### src/rtl/drs_pkg.sv
package drs_pkg;

    typedef enum logic [3:0] {
        S_PWR_WAIT,
        S_INIT_REF,
        S_IDLE,
        S_REF,
        S_PRE_BURST,
        S_SELF_ENTER,
        S_SELF,
        S_SELF_EXIT,
        S_POST_BURST
    } sched_st_e;

    typedef enum logic [2:0] {
        PH_IDLE,
        PH_SETUP,
        PH_HOLD,
        PH_ACT,
        PH_PRE
    } cbr_ph_e;

    function automatic int max_of(input int a, input int b);
        return (a > b) ? a : b;
    endfunction

endpackage

### src/rtl/drs_cbr_engine.sv
module drs_cbr_engine
    import drs_pkg::*;
#(
    parameter int T_CSR = 1,
    parameter int T_CHR = 2,
    parameter int T_RAS = 4,
    parameter int T_RP  = 3
) (
    input  logic clk,
    input  logic rst_n,
    input  logic start,
    output logic idle,
    output logic done,
    output logic ras_n,
    output logic cas_n
);

    localparam int LEN_MAX = max_of(max_of(T_CSR, T_CHR), max_of(T_RAS, T_RP));
    localparam int CW      = $clog2(LEN_MAX + 1);

    typedef struct packed {
        cbr_ph_e       ph;
        logic [CW-1:0] cnt;
    } eng_t;

    eng_t q, d;

    function automatic int ph_len(input cbr_ph_e p);
        case (p)
            PH_SETUP: return T_CSR;
            PH_HOLD:  return T_CHR;
            PH_ACT:   return T_RAS - T_CHR;
            PH_PRE:   return T_RP;
            default:  return 1;
        endcase
    endfunction

    logic last;

    always_comb begin
        d    = q;
        done = 1'b0;
        last = (q.cnt == CW'(ph_len(q.ph) - 1));
        case (q.ph)
            PH_IDLE: begin
                if (start) begin
                    d.ph  = PH_SETUP;
                    d.cnt = '0;
                end
            end
            PH_SETUP, PH_HOLD, PH_ACT: begin
                if (last) begin
                    d.cnt = '0;
                    d.ph  = (q.ph == PH_SETUP) ? PH_HOLD :
                            (q.ph == PH_HOLD)  ? PH_ACT  : PH_PRE;
                end else begin
                    d.cnt = q.cnt + 1'b1;
                end
            end
            PH_PRE: begin
                if (last) begin
                    d.ph  = PH_IDLE;
                    d.cnt = '0;
                    done  = 1'b1;
                end else begin
                    d.cnt = q.cnt + 1'b1;
                end
            end
            default: d = '{ph: PH_IDLE, cnt: '0};
        endcase
    end

    always_ff @(posedge clk or negedge rst_n) begin
        if (!rst_n) q <= '{ph: PH_IDLE, cnt: '0};
        else        q <= d;
    end

    assign idle  = (q.ph == PH_IDLE);
    assign cas_n = !(q.ph == PH_SETUP || q.ph == PH_HOLD);
    assign ras_n = !(q.ph == PH_HOLD || q.ph == PH_ACT);

endmodule

### src/rtl/drs_ref_timer.sv
module drs_ref_timer
    import drs_pkg::*;
#(
    parameter int INTERVAL = 100,
    parameter int MAX_PEND = 8,
    parameter int PW       = $clog2(MAX_PEND + 1)
) (
    input  logic          clk,
    input  logic          rst_n,
    input  logic          en,
    input  logic          clear,
    input  logic          served,
    output logic [PW-1:0] pend,
    output logic          pend_any
);

    localparam int IW = max_of(1, $clog2(INTERVAL));

    typedef struct packed {
        logic [IW-1:0] tcnt;
        logic [PW-1:0] pend;
    } tmr_t;

    tmr_t q, d;
    logic tick;

    always_comb begin
        d    = q;
        tick = en && (q.tcnt == IW'(INTERVAL - 1));
        if (clear) begin
            d.tcnt = '0;
            d.pend = '0;
        end else begin
            if (en) d.tcnt = tick ? '0 : q.tcnt + 1'b1;
            case ({tick, served})
                2'b10: if (q.pend != PW'(MAX_PEND)) d.pend = q.pend + 1'b1;
                2'b01: if (q.pend != '0)            d.pend = q.pend - 1'b1;
                default: ;
            endcase
        end
    end

    always_ff @(posedge clk or negedge rst_n) begin
        if (!rst_n) q <= '{tcnt: '0, pend: '0};
        else        q <= d;
    end

    assign pend     = q.pend;
    assign pend_any = (q.pend != '0);

endmodule

### src/rtl/dram_refresh_sched.sv
module dram_refresh_sched
    import drs_pkg::*;
#(
    parameter int INIT_WAIT    = 200,
    parameter int INIT_CYCLES  = 8,
    parameter int ROWS         = 16,
    parameter int REF_INTERVAL = 100,
    parameter int MAX_PEND     = 8,
    parameter int T_CSR        = 1,
    parameter int T_CHR        = 2,
    parameter int T_RAS        = 4,
    parameter int T_RP         = 3,
    parameter int SELF_HOLD    = 60,
    parameter int T_RPS        = 5
) (
    input  logic clk,
    input  logic rst_n,
    input  logic bus_grant,
    input  logic sleep_req,
    output logic bus_req,
    output logic ras_n,
    output logic cas_n,
    output logic we_n,
    output logic init_done,
    output logic sleep_ack
);

    localparam int CNT_TOP = max_of(max_of(max_of(INIT_WAIT, SELF_HOLD), max_of(ROWS, INIT_CYCLES)),
                                    max_of(T_CSR, T_RPS));
    localparam int CW = $clog2(CNT_TOP + 1);
    localparam int PW = $clog2(MAX_PEND + 1);

    typedef struct packed {
        sched_st_e     st;
        logic [CW-1:0] cnt;
        logic          ready;
        logic          ack;
    } sched_t;

    localparam sched_t RST = '{st: S_PWR_WAIT, cnt: '0, ready: 1'b0, ack: 1'b0};

    sched_t q, d;

    logic          eng_start, eng_idle, eng_done, eng_ras_n, eng_cas_n;
    logic          timer_en, timer_clear, served, pend_any;
    logic [PW-1:0] pend;

    drs_cbr_engine #(
        .T_CSR(T_CSR), .T_CHR(T_CHR), .T_RAS(T_RAS), .T_RP(T_RP)
    ) u_eng (
        .clk(clk), .rst_n(rst_n), .start(eng_start), .idle(eng_idle),
        .done(eng_done), .ras_n(eng_ras_n), .cas_n(eng_cas_n)
    );

    drs_ref_timer #(
        .INTERVAL(REF_INTERVAL), .MAX_PEND(MAX_PEND), .PW(PW)
    ) u_tmr (
        .clk(clk), .rst_n(rst_n), .en(timer_en), .clear(timer_clear),
        .served(served), .pend(pend), .pend_any(pend_any)
    );

    assign timer_en = q.ready && (q.st == S_IDLE || q.st == S_REF);
    assign served   = eng_done && (q.st == S_REF);

    always_comb begin
        d           = q;
        eng_start   = 1'b0;
        timer_clear = 1'b0;
        case (q.st)
            S_PWR_WAIT: begin
                if (q.cnt == CW'(INIT_WAIT - 1)) begin
                    d.st  = S_INIT_REF;
                    d.cnt = '0;
                end else begin
                    d.cnt = q.cnt + 1'b1;
                end
            end
            S_INIT_REF: begin
                eng_start = eng_idle && bus_grant;
                if (eng_done) begin
                    if (q.cnt == CW'(INIT_CYCLES - 1)) begin
                        d.st    = S_IDLE;
                        d.cnt   = '0;
                        d.ready = 1'b1;
                    end else begin
                        d.cnt = q.cnt + 1'b1;
                    end
                end
            end
            S_IDLE: begin
                if (sleep_req) begin
                    d.st  = S_PRE_BURST;
                    d.cnt = '0;
                end else if (pend_any) begin
                    d.st = S_REF;
                end
            end
            S_REF: begin
                eng_start = eng_idle && bus_grant && pend_any;
                if (eng_idle && !pend_any) d.st = S_IDLE;
            end
            S_PRE_BURST, S_POST_BURST: begin
                eng_start = eng_idle && bus_grant;
                if (eng_done) begin
                    if (q.cnt == CW'(ROWS - 1)) begin
                        d.cnt = '0;
                        if (q.st == S_PRE_BURST) begin
                            d.st = S_SELF_ENTER;
                        end else begin
                            d.st        = S_IDLE;
                            d.ack       = 1'b0;
                            timer_clear = 1'b1;
                        end
                    end else begin
                        d.cnt = q.cnt + 1'b1;
                    end
                end
            end
            S_SELF_ENTER: begin
                if (q.cnt == CW'(T_CSR - 1)) begin
                    d.st  = S_SELF;
                    d.cnt = '0;
                end else begin
                    d.cnt = q.cnt + 1'b1;
                end
            end
            S_SELF: begin
                if (q.cnt != CW'(SELF_HOLD)) d.cnt = q.cnt + 1'b1;
                if (q.cnt == CW'(SELF_HOLD - 1)) d.ack = 1'b1;
                if (q.cnt == CW'(SELF_HOLD) && !sleep_req) begin
                    d.st  = S_SELF_EXIT;
                    d.cnt = '0;
                end
            end
            S_SELF_EXIT: begin
                if (q.cnt == CW'(T_RPS - 1)) begin
                    d.st  = S_POST_BURST;
                    d.cnt = '0;
                end else begin
                    d.cnt = q.cnt + 1'b1;
                end
            end
            default: d = RST;
        endcase
    end

    always_ff @(posedge clk or negedge rst_n) begin
        if (!rst_n) q <= RST;
        else        q <= d;
    end

    assign bus_req   = !(q.st == S_PWR_WAIT || q.st == S_IDLE);
    assign ras_n     = (q.st == S_SELF) ? 1'b0 : eng_ras_n;
    assign cas_n     = (q.st == S_SELF || q.st == S_SELF_ENTER) ? 1'b0 : eng_cas_n;
    assign we_n      = 1'b1;
    assign init_done = q.ready;
    assign sleep_ack = q.ack;

endmodule

### config.mk
export PLATFORM = sky130hd
export DESIGN_NAME = dram_refresh_sched
export DESIGN_NICKNAME = d
export VERILOG_FILES = /design/src/rtl/drs_pkg.sv /design/src/rtl/drs_cbr_engine.sv /design/src/rtl/drs_ref_timer.sv /design/src/rtl/dram_refresh_sched.sv
export SDC_FILE = /design/constraint.sdc
export NUM_CORES = 1
export LEC_CHECK = 0
export ABC_AREA = 0
export BUFFER_PORTS_ARGS = -buffer_cell sky130_fd_sc_hd__buf_2
export CORE_ASPECT_RATIO = 1.75
export CORE_UTILIZATION = 28
export CTS_CLUSTER_SIZE = 8
export DETAILED_ROUTE_END_ITERATION = 7
export SLEW_MARGIN = 20
export SYNTH_ARGS = -nofsm -noshare
export SYNTH_HDL_FRONTEND = slang
export SYNTH_SLANG_ARGS = --single-unit
### constraint.sdc
create_clock -name clk -period 2.4 [get_ports clk]
set_input_delay 0.24 -clock clk [delete_from_list [all_inputs] [get_ports clk]]
set_output_delay 0.24 -clock clk [all_outputs]
set_load 0.02 [all_outputs]
# Word level (Yosys, flattened, before mapping)
# Index checks and enable logic that the tools add are counted.
[totals]
register_bits = 31
inputBits = 4
output_inout_bits = 6
[op_classes]
n_addsub = 6
n_eq_ne = 43
mux = 51
bitwise_logic = 3
n_reduce_logical = 35
[ops]
columns = ["op", "n"]
rows = [
  ["$pmux W8 S8", 1],
  ["$mux W8", 7],
  ["$mux W4", 10],
  ["$pmux W4 S8", 1],
  ["$mux W12", 2],
  ["$ne A2 B2 Y1 const B", 12],
  ["$mux W3", 6],
  ["$pmux W6 S3", 1],
  ["$eq A4 B3 Y1 const B", 4],
  ["$eq A8 B3 Y1 const B", 2],
  ["$eq A8 B6 Y1 const B", 2],
  ["$mux W7", 2],
  ["$mux W1", 13],
  ["$mux W13", 1],
  ["$mux W11", 1],
  ["$reduce_and A10 Y1", 1],
  ["$reduce_and A5 Y1", 2],
  ["$ne A3 B3 Y1 const B", 3],
  ["$reduce_and A3 Y1", 3],
  ["$add A8 B1 Y8 const B", 1],
  ["$eq A4 B2 Y1 const B", 2],
  ["$eq A8 B4 Y1 const B", 1],
  ["$eq A8 B8 Y1 const B", 1],
  ["$logic_not A8 Y1", 1],
  ["36 further kinds", 58],
]

# Depth between registers and ports, before layout
# Gate-level depths: netlist of the first run.
[depth]
word_depth = 11
depth_mapped = 10
mapped_depth_nobuf = 9

# Cells and area by module
# A second synthesis of the first run with hierarchy kept.
[unflattened]
cells_unflattened = 260
area_unflattened_um2 = 2374.8
[by_module_without_submodules]
columns = ["mod", "instances", "cells_per_inst", "area_per_inst_um2", "seq_area_each_um2"]
rows = [
  ["dram_refresh_sched", 1, 139, 1204.9, 350.3],
  ["drs_ref_timer", 1, 80, 760.7, 275.3],
  ["drs_cbr_engine", 1, 41, 409.1, 150.1],
]

# Least setup slack after synthesis of the first run
# No wires, ideal clock.
[synth_path]
kind = "register to register"
startpoint = "register u_eng.q[4] (netlist name)"
endpoint = "register u_tmr.q (netlist bit u_tmr.pend[3])"
setup_ps = 78
arrival_ps = 2365
t_required_ps = 2322
setup_slack_ps = -43
path_stages_with_launch = 11
path_buffers = 1
cell_sequence = "dfrtp_1 > clkbuf_1 > nor3b_1 > nand3_1 > a21oi_1 > ha_1 > o21ai_0 > nand2b_1 > mux2_2 > or3_1 > a21oi_1"
[synth_between]
elab_chain_cells = 11
word_cells_on_any_way = 20
cone_classes = "1 x add/sub; 8 x eq/ne; 7 x mux; 4 x reduce/logical"
[synth_rtl]
columns = ["element", "line_no", "rtl"]
rows = [
  ["start, declared", "drs_cbr_engine.sv:26", "eng_t q, d;"],
  ["start signal, assigned", "drs_cbr_engine.sv:74", "if (!rst_n) q <= '{ph: PH_IDLE, cnt: '0};"],
  ["$eq A3 B2 Y1", "drs_cbr_engine.sv:29", "case (p)"],
  ["$reduce_or A2 Y1 (no line)", "-", ""],
  ["$pmux W2 S2", "drs_cbr_engine.sv:29", ""],
  ["$sub A2 B1 Y3", "drs_cbr_engine.sv:43", "last = (q.cnt == CW'(ph_len(q.ph) - 1));"],
  ["$eq A3 B3 Y1", "drs_cbr_engine.sv:43", ""],
  ["$mux W1", "drs_cbr_engine.sv:61", "if (last) begin"],
  ["$mux W1 (*)", "drs_cbr_engine.sv:44", "case (q.ph)"],
  ["$mux W1 or $logic_and A1 B1 Y1 (tied branches)", "dram_refresh_sched.sv:104, dram_refresh_sched.sv:63", ""],
  ["$mux W1 (tied with other cells)", "dram_refresh_sched.sv:69", "case (q.st)"],
  ["$ne A3 B2 Y1 (no line) (tied with other cells)", "-", ""],
  ["$reduce_and A3 Y1 (no line) or $mux W11 (tied branches)", "-", ""],
  ["end signal, assigned", "drs_ref_timer.sv:44", "if (!rst_n) q <= '{tcnt: '0, pend: '0};"],
  ["end, declared", "drs_ref_timer.sv:24", "tmr_t q, d;"],
]
# Mark *: on every way between the ends. The rest lies on a longest branch, timed or not.
# A chain may end at the register's enable or synchronous reset.

# Worst setup path in the final report of the first run
[layout_path]
startpoint = "register q[13] (netlist name)"
endpoint = "register q[2] (netlist name)"
[layout_between]
elab_chain_cells = 4
word_cells_on_any_way = 17
cone_classes = "12 x eq/ne; 1 x mux; 1 x bitwise; 3 x reduce/logical"
[layout_rtl]
columns = ["element", "line_no", "rtl"]
rows = [
  ["start, declared", "dram_refresh_sched.sv:42", "sched_t q, d;"],
  ["start signal, assigned", "dram_refresh_sched.sv:148", "if (!rst_n) q <= RST;"],
  ["start signal, assigned", "dram_refresh_sched.sv:149", "else q <= d;"],
  ["$eq A4 B3 Y1 or $eq A4 B4 Y1 (tied branches)", "dram_refresh_sched.sv:69", ""],
  ["$reduce_or A2 Y1", "dram_refresh_sched.sv:69", ""],
  ["$ne A2 B2 Y1 (no line)", "-", ""],
  ["$reduce_and A5 Y1 (no line)", "-", ""],
]
# Parallel ways exist; a longest one is shown, timed or not.

==> results of run 1 <==
-- metrics by stage --
step	std cells	instance area (um2)	util [%]	hold slack, ns	setup TNS (ns)
after floorplan	255	2186	-	-0.05559	0
after global placement	357	2432	32.14	0.3535	0
after detailed placement	357	2432	32.14	0.3598	0
after CTS	365	2613	34.52	0.06589	0
after global routing	366	2689	35.53	0.09421	-0.01230
final	366	2689	35.53	0.02599	0
-- Yosys cell counts, types with 2 or more instances --
master	number
a211oi_1	2
a21oi_1	17
a22o_1	6
a311oi_1	2
a31o_2	2
a31oi_1	5
and2_1	2
and3_1	10
buf_1	3
buf_2	3
clkbuf_1	8
dfrtp_1	31
ha_1	6
inv_1	12
mux2_1	2
mux2_2	3
mux2i_1	2
nand2_1	15
nand2b_1	2
nand3_1	9
nand3b_1	3
nand4_1	2
nor2_1	18
nor2b_1	9
nor3_1	10
nor3b_1	5
nor4bb_1	3
o21ai_0	23
o22ai_1	2
or3_1	5
xnor2_1	3
xor2_1	5
-- sequential cells by signal (all words and copies together), names as in the netlist --
register / flops
q: 12
u_tmr.q: 7
u_eng.q: 6
u_tmr.pend: 4
init_done: 1
sleep_ack: 1
-- cell type report --
cell class                 instances  area, um2
fill                             799       4878
sequential                        31      775.7
multi-input combinational        196       1371
tap                               88      110.1
clock inverter                     2      35.03
timing repair buffer              31      212.7
inverter                          12      45.04
clock buffer                       6      138.9
-- cell families (layout without fill, tap and decap cells) --
group,count (synthesis),count (layout),synth area share [%]
muxes,7,7,3.498
adders and majority gates,6,6,3.440
buffers and inverters,28,51,5.217
DFF,31,31,35.55
and+or+nand+nor,102,102,27.06
AOI/OAI and AO/OA,72,72,21.85
xor gates and xnor gates,8,8,3.211
other,1,1,0.1719
-- critical path: cells and delay by family, from the launching register on --
kind	cells	cell delay [ns]
compound gates	2	0.44
buf+inv	1	0.23
flops	1	0.40
mux	1	0.27
simple gates	3	0.84
-- routing by layer --
layer / vias to the layer above / GRT usage, % / part of all wire, %
li1: 977 / - / -
met1: 984 / 16.63 / 40
met2: 17 / 26.84 / 56
met3: 9 / 2.317 / 1.8
met4: 0 / 5.102 / 1.9
met5: - / 0 / 0
-- what timing repair did --
item / in CTS / in global routing
endpoints found under the setup margin: 1 / 12
pin swaps: 0 / 5
gates cloned: 0 / 0
setup buffers: 0 / 1
resized for setup: 1 / 13
-- power breakdown --
group | switching (mW) | internal (mW) | total, mW
Clock | 0.225 | 0.515 | 0.741
Sequential | 0.0382 | 0.584 | 0.622
Combinational | 0.351 | 0.247 | 0.598
Total | 0.614 | 1.35 | 1.96
-- worst min-delay path by stage --
stage                     to  slack (ns)  cells after the start
2_1_floorplan      init_done       -0.06                      0
3_3_place_gp   u_tmr.pend[0]        0.35                      1
4_1_cts           u_eng.q[2]        0.07                      1
6_report          u_eng.q[1]        0.03                      1
5_1_grt           u_eng.q[1]        0.09                      1
3_5_place_dp      u_eng.q[2]        0.36                      1
==> flow_summary.json, run 1 <==
{
  "synth_top_area_cell": "dfrtp_1",
  "yosysSeqAreaShare_pct": 35.55,
  "grt_pass1_wl_mm": 9.356,
  "vdd_drop_max_mv": 0.3431,
  "min_period_ns": 2.298,
  "tritoncts": "yes",
  "dp_slack_ns": 0.008009,
  "synth_top_area_share_pct": 35.55,
  "max_freq_mhz": 435.3,
  "skew_ns": 0.004818,
  "clk_path_buf_depth": 2,
  "antenna_left": 0,
  "min_period_over_period_pct": 95.73,
  "r2r_end": "q[2]",
  "slowest_stage": "dfrtp_1",
  "n_antenna_cell": 0,
  "mostFrequentLayoutCell": "dfrtp_1",
  "avgSynthCellArea_um2": 8.557,
  "p_leak_nw": 1.222,
  "area_growth_syn_to_layout_pct": 23.22,
  "layout.nets": 287,
  "gp_congestion": 0.8214,
  "synth_area_um2": 2182,
  "hold_path.class": "primary input to asynchronous set/reset pin",
  "clk_pin_slew_worst_paths_ns": 0.05,
  "setup.worst_path.start": "q[13]",
  "yosys-top-cells-area": "dfrtp_1 (36%), o21ai_0 (5.3%), a21oi_1 (3.9%)",
  "drtIter0Drc": 108,
  "cts-root-buf": "clkbuf_16",
  "die_w_um": 68.73,
  "crit_end": "q[2]",
  "tightest_slew_ns": 0.7474,
  "hold_violations": 0,
  "drc_errors": 0,
  "postRouteWirelength_mm": 5.432,
  "layout-drive-gt1-share_pct": 22.30,
  "cp_cell_sequence": "buf_4, and4bb_1, a21boi_2, a211o_1, nor3b_4, and2b_2, mux2_2",
  "syn_inst": 255,
  "crit_fanout": 15,
  "fp-row-count": 42,
  "dieArea_um2": 8164,
  "async_flop_share_pct": 100.0,
  "numCtsBuffers": 5,
  "via_count": 1987,
  "rrSetupSlack_ns": 0.10,
  "synth_edf_count": 0,
  "grt_pass1_vias": 2028,
  "antenna_found_initial": 0,
  "port_buffers": 8,
  "synthDistinctLibCells": 57,
  "layout_common_cells": "dfrtp_1 (31), o21ai_0 (23), buf_4 (23)",
  "wl_per_cell_um": 14.84,
  "worstPathRequired_ns": 2.56,
  "viasPerCell": 5.429,
  "worst_setup_path_end_kind": "flop",
  "status": "completed",
  "grt_overflow": 0,
  "slew_viol_final": 0,
  "start_kind": "flop",
  "max_cap_violations": 0,
  "fin_ws_ns": 0.1025,
  "clk_latency_ns": 0.27,
  "synth_fp_nets": 265,
  "ys_ff_latch": 31,
  "yosysWarnings": 0,
  "grt_util_all_layers_pct": 14.82,
  "cts_num_sinks": 31,
  "core_um2": 7567,
  "h-tree-depth": 2,
  "ys_dominant_reg_cell": "dfrtp_1",
  "initial_core_util_pct": 28.84,
  "slew_headroom_pct": 50.18,
  "die_h_um": 118.8,
  "rr_startpoint": "q[13]",
  "finalPower_mw": 1.961,
  "reg2reg_depth": 7,
  "firstDrtPassIters": 4,
  "setup_viol": 0,
  "grt_max_degree": 32,
  "io_pins": 10,
  "cp.arrival_ns": 2.46,
  "hpwl_mm": 3.957,
  "cellPowerDensity_nw_per_um2": 729.2,
  "hold_buffers": 0,
  "worst-setup-path-type": "flop to flop",
  "slowest_delay_ns": 0.40
}
Power figures use the tool's default switching activity.
==> run 2, diff against run 1 <==
--- a/config.mk
+++ b/config.mk
@@ -8,9 +8,11 @@
 export ABC_AREA = 0
 export BUFFER_PORTS_ARGS = -buffer_cell sky130_fd_sc_hd__buf_2
 export CORE_ASPECT_RATIO = 1.75
+export CORE_MARGIN = 2
 export CORE_UTILIZATION = 28
 export CTS_CLUSTER_SIZE = 8
 export DETAILED_ROUTE_END_ITERATION = 7
+export REMOVE_ABC_BUFFERS = 1
 export SLEW_MARGIN = 20
 export SYNTH_ARGS = -nofsm -noshare
 export SYNTH_HDL_FRONTEND = slang
==> flow_summary.json, run 2 (same netlist as run 1, synthesis figures left out) <==
{
  "min_period_over_period_pct": 95.65,
  "via_count": 2030,
  "max_freq_mhz": 435.6,
  "grt_pass1_wl_mm": 9.439,
  "place_area_um2": 2456,
  "die_w_um": 70.73,
  "slew_headroom_pct": 51.24,
  "fin_tns_setup_ns": 0,
  "die_h_um": 120.8,
  "worst-setup-path-type": "flop to flop",
  "rrSetupSlack_ns": 0.10,
  "layout_common_cells": "dfrtp_1 (31), buf_4 (24), o21ai_0 (23)",
  "cts_num_sinks": 31,
  "mostFrequentLayoutCell": "dfrtp_1",
  "max_cap_violations": 0,
  "drc_errors": 0,
  "n_antenna_cell": 0,
  "cts-root-buf": "clkbuf_16",
  "wl_per_cell_um": 14.82,
  "n_fill_cell": 805,
  "cp.arrival_ns": 2.46,
  "worstPathRequired_ns": 2.56,
  "skew_ns": 0.007718,
  "stdcell_count": 371,
  "drtIter0Drc": 106,
  "status": "completed",
  "clk_pin_slew_worst_paths_ns": 0.05,
  "stdcell_area_um2": 2716,
  "tightest_slew_ns": 0.7314,
  "whs_ns": 0.02274,
  "grt_overflow": 0,
  "clk_latency_ns": 0.28,
  "worst_setup_path_end_kind": "flop",
  "p_leak_nw": 1.234,
  "port_buffers": 8,
  "dp_slack_ns": 0.01404,
  "tritoncts": "yes",
  "io_pins": 10,
  "start_kind": "flop",
  "hpwl_mm": 4.014,
  "fin_ws_ns": 0.1043,
  "reg.largest.list": "q (12), u_tmr.q (7), u_eng.q (6)",
  "layout.nets": 292,
  "hold_buffers": 0,
  "r2r_end": "q[2]",
  "hold_violations": 0,
  "hold_path.class": "primary input to asynchronous set/reset pin",
  "area_growth_syn_to_layout_pct": 24.48,
  "viasPerCell": 5.472,
  "reg2reg_depth": 8,
  "crit_fanout": 7,
  "seq_area_um2": 775.7,
  "gp_congestion": 0.8216,
  "largest_register_ffs": 12,
  "antenna_found_initial": 0,
  "numCtsBuffers": 5,
  "antenna_left": 0,
  "grt_pass1_vias": 2032,
  "min_period_ns": 2.296,
  "clk_path_buf_depth": 2,
  "regMostFlops": "q",
  "vdd_drop_max_mv": 0.2607,
  "slew_viol_final": 0,
  "layout-drive-gt1-share_pct": 22.97,
  "setup_viol": 0,
  "fp-row-count": 42,
  "core_um2": 7567,
  "h-tree-depth": 2,
  "firstDrtPassIters": 4,
  "cellPowerDensity_nw_per_um2": 690.3,
  "initial_core_util_pct": 28.84,
  "dpl.cell_count": 359,
  "grt_util_all_layers_pct": 13.82,
  "grt_max_degree": 32,
  "rr_startpoint": "q[3]",
  "postRouteWirelength_mm": 5.500,
  "multiInputGateArea_um2": 1348,
  "dieArea_um2": 8543
}
[run 2: changes by cell type in the layout (fill, tap and decap cells not counted), sizes merged]
cell / delta
clkinvlp: +1
bufinv: -1
clkinv: -1
buf: +5
clkbuf: +1
[run 2: worst max-delay path, cell delays in order (launching register included)]
cell     delay, ns
dfrtp_1       0.41
inv_1         0.08
ha_2          0.18
nor3b_2       0.19
a31oi_1       0.14
a211o_1       0.32
nor3b_4       0.28
and2b_2       0.31
mux2_2        0.28
[run 2: final cells by class]
type	instances	share of cell area, %
multi-input cells	196	49.61
flip-flops and latches	31	28.56
repair buffers	36	10.23
clock buffers	7	5.620
well taps	88	4.053
inverters	12	1.658
clock inverters	1	0.2764
[run 2: how the worst max path moves through the flow]
stage          startpoint             to  cells past startpoint
6_report             q[3]           q[2]                      8
5_1_grt              q[3]           q[2]                      8
4_1_cts              q[2]           q[2]                      8
3_5_place_dp         q[2]           q[2]                      8
3_3_place_gp   u_tmr.q[6]  u_tmr.pend[3]                      9
2_1_floorplan       q[10]  u_tmr.pend[3]                      9
[run 2: through the flow]
step / utilization (%) / total power, mW
5_1_grt: 35.90 / 2.007
6_report: 35.90 / 1.875
4_1_cts: 34.66 / 1.893
3_5_place_dp: 32.46 / 1.213
3_3_place_gp: 32.46 / 1.196
2_1_floorplan: - / 0.9831
[run 2: what timing repair did]
action | in CTS | in global routing
gates resized for setup | 1 | 15
endpoints found under the setup margin | 1 | 13
buffers inserted | 0 | 4
pin swaps | 0 | 4
[run 2: power by group]
group          internal, mW  total, mW  switching (mW)
Combinational         0.257      0.594           0.336
Sequential            0.584      0.615          0.0319
Clock                 0.440      0.666           0.226
Total                  1.28       1.88           0.594
[run 2: per-layer routing]
| metal | wire (um) | track usage (%) | vias up |
|---|---|---|---|
| met5 | 0 | 0 | - |
| met4 | 192 | 7.547 | 0 |
| met3 | 135 | 2.417 | 16 |
| met2 | 3038 | 25.53 | 37 |
| met1 | 2134 | 14.37 | 992 |
| li1 | - | - | 985 |
